`config.mk`:
```
export PLATFORM = sky130hd
export DESIGN_NAME = lcdbp_gen
export DESIGN_NICKNAME = d
export VERILOG_FILES = /design/src/rtl/lcdbp_pkg.sv /design/src/rtl/lcdbp_sync.sv /design/src/rtl/lcdbp_divider.sv /design/src/rtl/lcdbp_follow_detect.sv /design/src/rtl/lcdbp_gen.sv
export SDC_FILE = /design/constraint.sdc
export NUM_CORES = 1
export LEC_CHECK = 0
export ABC_AREA = 1
export BUFFER_PORTS_ARGS = -buffer_cell sky130_fd_sc_hd__buf_4
export CELL_PAD_IN_SITES_DETAIL_PLACEMENT = 0
export CELL_PAD_IN_SITES_GLOBAL_PLACEMENT = 2
export CORE_MARGIN = 5
export CORE_UTILIZATION = 27
export CTS_BUF_LIST = sky130_fd_sc_hd__clkbuf_4 sky130_fd_sc_hd__clkbuf_8 sky130_fd_sc_hd__clkbuf_16
export DETAILED_ROUTE_END_ITERATION = 10
export PLACE_DENSITY_LB_ADDON = 0.1
export RECOVER_POWER = 50
export SYNTH_ARGS = -nofsm -noshare
export SYNTH_HDL_FRONTEND = slang
export SYNTH_SLANG_ARGS = --single-unit
```
`constraint.sdc`:
```
create_clock -name clk -period 1.66 [get_ports clk]
set_input_delay 0 -clock clk [delete_from_list [all_inputs] [get_ports clk]]
set_output_delay 0 -clock clk [all_outputs]
set_load 0.05 [all_outputs]
```
`src/rtl/lcdbp_pkg.sv`:
```
package lcdbp_pkg;
   typedef enum logic {
      BP_LEADER   = 1'b0,
      BP_FOLLOWER = 1'b1
   } bp_mode_e;
endpackage

```
`src/rtl/lcdbp_sync.sv`:
```
module lcdbp_sync #(
   parameter int STAGES  = 2,
   parameter bit RST_VAL = 1'b0
) (
   input  logic clk,
   input  logic rst,
   input  logic d,
   output logic q
);
   if (STAGES < 2) begin : g_bad_stages
      $error("lcdbp_sync: STAGES must be at least 2");
   end

   logic [STAGES-1:0] chain;

   always_ff @(posedge clk) begin
      if (rst) chain <= {STAGES{RST_VAL}};
      else     chain <= {chain[STAGES-2:0], d};
   end

   assign q = chain[STAGES-1];
endmodule

```
`src/rtl/lcdbp_divider.sv`:
```
module lcdbp_divider #(
   parameter int DIVIDE = 128
) (
   input  logic clk,
   input  logic rst,
   input  logic tick,
   output logic msb
);
   localparam int DW = $clog2(DIVIDE);

   if (DIVIDE < 4 || (DIVIDE & (DIVIDE - 1)) != 0) begin : g_bad_divide
      $error("lcdbp_divider: DIVIDE must be a power of two, at least 4");
   end

   logic [DW-1:0] cnt;

   always_ff @(posedge clk) begin
      if (rst)       cnt <= '0;
      else if (tick) cnt <= cnt + 1'b1;
   end

   assign msb = cnt[DW-1];

   p_wrap_r1: assert property (@(posedge clk) disable iff (rst)
      (tick && (&cnt)) |=> (cnt == '0));
   p_idle_r1: assert property (@(posedge clk) disable iff (rst)
      !tick |=> $stable(cnt));
endmodule

```
`src/rtl/lcdbp_follow_detect.sv`:
```
module lcdbp_follow_detect #(
   parameter int HOLD        = 500,
   parameter int SYNC_STAGES = 2
) (
   input  logic clk,
   input  logic rst,
   input  logic lvl_raw,
   output logic follow
);
   localparam int HW = $clog2(HOLD + 1);

   if (HOLD < 1) begin : g_bad_hold
      $error("lcdbp_follow_detect: HOLD must be at least 1");
   end

   logic          lvl_s;
   logic [HW-1:0] low_cnt;

   lcdbp_sync #(.STAGES(SYNC_STAGES), .RST_VAL(1'b1)) u_lvl_sync (
      .clk (clk),
      .rst (rst),
      .d   (lvl_raw),
      .q   (lvl_s)
   );

   always_ff @(posedge clk) begin
      if (rst || lvl_s)               low_cnt <= '0;
      else if (low_cnt != HW'(HOLD))  low_cnt <= low_cnt + 1'b1;
   end

   assign follow = (low_cnt == HW'(HOLD));

   p_high_clears_r6: assert property (@(posedge clk) disable iff (rst)
      lvl_s |=> !follow);
   p_low_before_follow_r5: assert property (@(posedge clk) disable iff (rst)
      (follow && !$past(rst)) |-> !$past(lvl_s));
endmodule

```
`src/rtl/lcdbp_gen.sv`:
```
module lcdbp_gen
   import lcdbp_pkg::*;
#(
   parameter int DIGITS         = 4,
   parameter int SEGS_PER_DIGIT = 7,
   parameter int DIVIDE         = 128,
   parameter int HOLD           = 500,
   parameter int SYNC_STAGES    = 2,
   localparam int SEG_W         = DIGITS * SEGS_PER_DIGIT
) (
   input  logic             clk,
   input  logic             rst,
   input  logic             osc_tick,
   input  logic             osc_lvl,
   input  logic             bp_ext,
   input  logic [SEG_W-1:0] seg_on,
   output logic             bp_out,
   output logic             bp_oe,
   output logic [SEG_W-1:0] seg_out
);
   if (DIGITS < 1 || SEGS_PER_DIGIT < 1) begin : g_bad_shape
      $error("lcdbp_gen: DIGITS and SEGS_PER_DIGIT must be positive");
   end

   logic     div_msb;
   logic     ext_s;
   logic     follow;
   bp_mode_e mode;
   logic     bp_src;
   logic     bp_q;

   lcdbp_divider #(.DIVIDE(DIVIDE)) u_div (
      .clk  (clk),
      .rst  (rst),
      .tick (osc_tick),
      .msb  (div_msb)
   );

   lcdbp_follow_detect #(.HOLD(HOLD), .SYNC_STAGES(SYNC_STAGES)) u_detect (
      .clk     (clk),
      .rst     (rst),
      .lvl_raw (osc_lvl),
      .follow  (follow)
   );

   lcdbp_sync #(.STAGES(SYNC_STAGES), .RST_VAL(1'b0)) u_ext_sync (
      .clk (clk),
      .rst (rst),
      .d   (bp_ext),
      .q   (ext_s)
   );

   assign mode   = follow ? BP_FOLLOWER : BP_LEADER;
   assign bp_src = (mode == BP_FOLLOWER) ? ext_s : div_msb;
   assign bp_oe  = (mode == BP_LEADER);

   always_ff @(posedge clk) begin
      if (rst) bp_q <= 1'b0;
      else     bp_q <= bp_src;
   end
   assign bp_out = bp_q;

   for (genvar d = 0; d < DIGITS; d++) begin : g_digit
      logic [SEGS_PER_DIGIT-1:0] seg_q;
      always_ff @(posedge clk) begin
         if (rst) seg_q <= '0;
         else     seg_q <= seg_on[d*SEGS_PER_DIGIT +: SEGS_PER_DIGIT]
                           ^ {SEGS_PER_DIGIT{bp_src}};
      end
      assign seg_out[d*SEGS_PER_DIGIT +: SEGS_PER_DIGIT] = seg_q;
   end

   p_seg_phase_r3: assert property (@(posedge clk) disable iff (rst)
      !$past(rst) |-> (seg_out == ({SEG_W{bp_out}} ^ $past(seg_on))));
   p_leader_src_r4: assert property (@(posedge clk) disable iff (rst)
      (!$past(rst) && !follow && !$past(follow)) |-> (bp_out == $past(div_msb)));
   p_follower_src_r7: assert property (@(posedge clk) disable iff (rst)
      (!$past(rst) && follow && $past(follow)) |-> (bp_out == $past(ext_s)));
   p_reset_state_r2: assert property (@(posedge clk)
      $past(rst) |-> (!bp_out && seg_out == '0));
endmodule

```
==> Flow_metrics.wiki <==
{| class="wikitable"
! Metric !! Value
|-
| Run status || complete, no violations
|-
| Sequential cell area fraction in the yosys report || 0.4703
|-
| Top cells by area in the synthesized netlist || sky130_fd_sc_hd__dfxtp_1 (47%), sky130_fd_sc_hd__nor2_1 (14%), sky130_fd_sc_hd__nand2_1 (9.4%)
|-
| Type of element capturing the critical path || flip-flop
|-
| Initial antenna violation count || 0
|-
| Number of maximum-capacitance violations || 0
|-
| Overall die height || 97.89 µm
|-
| Final worst path period need || 1.473 ns
|-
| Number of distinct standard cells referenced by the synthesized netlist || 21
|-
| Final Setup Violations || 0
|-
| Effective utilization at floorplan || 0.2742
|-
| Switching power summed over all nets || 0.6308 mW
|-
| Power share of the sequential group || 0.526
|-
| Nets@finish || 430
|-
| H-tree depth reported by CTS || 2
|-
| Longest Clk Path Bufs || 2
|-
| Area enclosed by the die boundary || 9582 µm²
|-
| Sw Share || 0.2683
|-
| Die outline width || 97.89 µm
|-
| Top cell type's share of synthesized area || 0.4703
|-
| Most area-hungry cell type in the Yosys netlist || sky130_fd_sc_hd__dfxtp_1
|-
| Violation count after the first detailed-routing iteration || 83
|-
| Routed vias/inst || 3.978
|-
| Combined global-route utilization of all metal layers || 0.1147
|-
| Internal power || 1.720 mW
|-
| Critical path start-end classification || reg2reg
|-
| Number of inserted diodes || 0
|-
| Unrepaired setup endpoints after global routing || false
|-
| Number of buffers added by the clock tree synthesis step || 5
|-
| Buffer cell driving the clock tree root || sky130_fd_sc_hd__clkbuf_8
|-
| Insertion delay of the later-clocked pin in the worst-skew pair || 0.29 ns
|-
| Global-route wire length before repair || 9232 µm
|-
| Slew of the pin with the lowest slew margin || 0.6301 ns
|-
| Final setup slack of the worst path || 0.1874 ns
|-
| Total global routing overflow || 0
|-
| Required time worst endpoint || 1.86 ns
|-
| Final WL || 5265 µm
|-
| Clock-pin slew on the worst setup and hold paths || 0.09 ns
|-
| Routed length per instance || 10.61 µm
|-
| Number of standard-cell rows in the floorplan || 32
|-
| Path category of the worst min-delay check || reg2reg
|-
| Detailed Routing Iterations Pass 1 || 4
|-
| Drt drc || 0
|-
| Per-instance average area after synthesis || 7.046 µm²
|-
| Clock sinks || 49
|-
| Setup total negative slack || 0 ns
|-
| Number of buffers inserted by post-CTS setup repair || 0
|-
| Share of cells above drive strength 1 || 0.1345
|-
| Highest fanout seen on the critical path || 28
|-
| Pin count of the biggest net entering global routing || 29
|-
| Synthesized flop and latch total || 49
|-
| Number of nets produced by synthesis || 332
|-
| Max Clk Rate || 679.0 MHz
|-
| Residual antenna-violating net count after detailed routing || 0
|-
| Power density over cell area || 786.9 nW/µm²
|-
| Comb power frac || 0.164
|-
| Max-slew violation count || 0
|-
| Number of hold violations in the final report || 0
|-
| Headroom to the max-slew limit || 0.5817
|-
| Via total after detailed routing || 1973
|-
| Pre-CTS setup slack || 0.1618 ns
|-
| Num ports || 63
|-
| Cell area after technology mapping || 2086 µm²
|-
| Static power due to leakage || 1.460 nW
|-
| Vias in the first global route || 2012
|-
| Core region area || 7607 µm²
|-
| Synth warn || 0
|-
| Gp weighted congestion || 0.6866
|-
| Worst clock skew || 0.002628 ns
|-
| Arrival time reported for the critical path endpoint || 1.67 ns
|-
| Number of port buffers || 62
|-
| Final HPWL from detailed placement || 3419 µm
|-
| Instance count of the mapped netlist || 296
|-
| Total of fill cells in the finished design || 832
|-
| Period utilization || 0.8871
|-
| Area growth from synthesis to layout || 43.25%
|-
| Crit start category || flip-flop
|-
| TritonCTS clock tree || built
|-
| Part of the total power dissipated in the clock network || 0.309
|-
| Peak ir drop on the vdd network || 0.3012 mV
|}
-- metal layers --
metal  share of wire  GRT usage  up-vias
met5               0          0        -
met2            0.46     0.1864       41
met3           0.043    0.02929        5
met4           0.012    0.03514        0
li1                -          -     1088
met1            0.49     0.1497      839
-- cells in the mapped netlist --
library cell and instances:
sky130_fd_sc_hd__nand3_1 32, sky130_fd_sc_hd__nand3b_1 1, sky130_fd_sc_hd__o21ai_0 8, sky130_fd_sc_hd__nand2_1 52, sky130_fd_sc_hd__nor2_1 76, sky130_fd_sc_hd__nand3_2 1
sky130_fd_sc_hd__clkinv_1 1, sky130_fd_sc_hd__a21oi_1 11, sky130_fd_sc_hd__dfxtp_1 49, sky130_fd_sc_hd__nor2_4 2, sky130_fd_sc_hd__or2_2 3, sky130_fd_sc_hd__nand2_4 1
sky130_fd_sc_hd__buf_4 4, sky130_fd_sc_hd__buf_2 4, sky130_fd_sc_hd__xor2_1 1, sky130_fd_sc_hd__o21a_1 1, sky130_fd_sc_hd__ha_1 3, sky130_fd_sc_hd__inv_1 42
sky130_fd_sc_hd__buf_6 2, sky130_fd_sc_hd__nor3_1 1, sky130_fd_sc_hd__nand2_2 1
-- cells in the final DEF, fill, tap and decap left out --
cell type,count
sky130_fd_sc_hd__clkinv_1,1
sky130_fd_sc_hd__buf_12,2
sky130_fd_sc_hd__nor2_4,2
sky130_fd_sc_hd__nand2_2,1
sky130_fd_sc_hd__nand3b_1,1
sky130_fd_sc_hd__clkbuf_4,1
sky130_fd_sc_hd__dfxtp_1,48
sky130_fd_sc_hd__clkbuf_1,30
sky130_fd_sc_hd__nor2_1,76
sky130_fd_sc_hd__nor3_1,1
sky130_fd_sc_hd__clkbuf_8,6
sky130_fd_sc_hd__or2_2,3
sky130_fd_sc_hd__inv_1,42
sky130_fd_sc_hd__dlygate4sd3_1,34
sky130_fd_sc_hd__buf_4,35
sky130_fd_sc_hd__a21oi_1,11
sky130_fd_sc_hd__nand2_1,52
sky130_fd_sc_hd__nand2_4,1
sky130_fd_sc_hd__o21ai_0,8
sky130_fd_sc_hd__xor2_1,1
sky130_fd_sc_hd__nand3_2,1
sky130_fd_sc_hd__o21a_1,1
sky130_fd_sc_hd__nand3_1,32
sky130_fd_sc_hd__ha_1,3
sky130_fd_sc_hd__dfxtp_2,1
-- repair_timing --
item                       4_1_cts  5_1_grt
resized for setup                0        1
hold endpoints to repair        36        0
setup endpoints to repair        0        3
hold buffers                    34        0
-- state kept, by name (all words and copies together), names as in the netlist --
| signal | count |
|---|---|
| g_digit.seg_q | 28 |
| u_detect.low_cnt | 9 |
| u_div.cnt | 7 |
| u_detect.u_lvl_sync.chain | 2 |
| u_ext_sync.chain | 2 |
| bp_out | 1 |
-- cells by family (layout without fill, tap and decap cells) --
group | Yosys count | after routing | share of synthesized area
flops | 49 | 49 | 0.4703
simple gates | 170 | 170 | 0.3461
compound gates | 20 | 20 | 0.04919
xor+xnor | 1 | 1 | 0.004200
buf+inv | 53 | 151 | 0.1122
fa+ha+maj | 3 | 3 | 0.01800
-- metrics by stage --
stage / util / power [mW] / std cells / instance area, µm² / hold slack [ns]
2_1_floorplan: - / 1.484 / 296 / 2086 / 0.07118
3_3_place_gp: 0.3508 / 1.625 / 455 / 2669 / 0.1859
3_5_place_dp: 0.3508 / 1.626 / 455 / 2669 / 0.1928
4_1_cts: 0.4074 / 2.442 / 496 / 3099 / 0.4165
5_1_grt: 0.3928 / 2.481 / 496 / 2988 / 0.4377
6_report: 0.3928 / 2.351 / 496 / 2988 / 0.4137
-- power groups by stage --
stage	sequential, mW	clock (mW)	combinational (mW)
2_1_floorplan	1.39	0	0.0897
3_3_place_gp	1.27	0	0.358
3_5_place_dp	1.27	0	0.360
4_1_cts	1.24	0.778	0.424
5_1_grt	1.24	0.811	0.426
6_report	1.24	0.727	0.386
-- final cells by class --
class                   count  area [µm²]  share of cell area
inverters                  43       161.4             0.05402
repair buffers            101       755.7              0.2529
multi-input cells         194       870.8              0.2915
well taps                 102       127.6             0.04271
clock buffers               7       90.09             0.03015
flip-flops and latches     49       982.2              0.3287
-- critical path, stage by stage, from the launching register on --
cell                      delay [ns]
sky130_fd_sc_hd__dfxtp_2        0.35
sky130_fd_sc_hd__inv_1          0.06
sky130_fd_sc_hd__ha_1           0.13
sky130_fd_sc_hd__nand2_1        0.08
sky130_fd_sc_hd__nor2_4         0.15
sky130_fd_sc_hd__nand2_4        0.10
sky130_fd_sc_hd__nand2_1        0.07
sky130_fd_sc_hd__nand2_1        0.09
sky130_fd_sc_hd__buf_12         0.18
sky130_fd_sc_hd__nor2_1         0.10
sky130_fd_sc_hd__nor2_1         0.05
-- path summary, 6_finish.rpt --
path	to	start	slack, ns	cells past startpoint
worst min-delay path	u_detect.u_lvl_sync.chain[1]	u_detect.u_lvl_sync.chain[0]	0.41	1
worst max register to register	g_digit[1].seg_q[1]	u_detect.low_cnt[0]	0.19	10
worst min register to register	u_detect.u_lvl_sync.chain[1]	u_detect.u_lvl_sync.chain[0]	0.41	1
worst max-delay path	g_digit[1].seg_q[1]	u_detect.low_cnt[0]	0.19	10
Note: power is estimated with default switching activity, not from simulation.
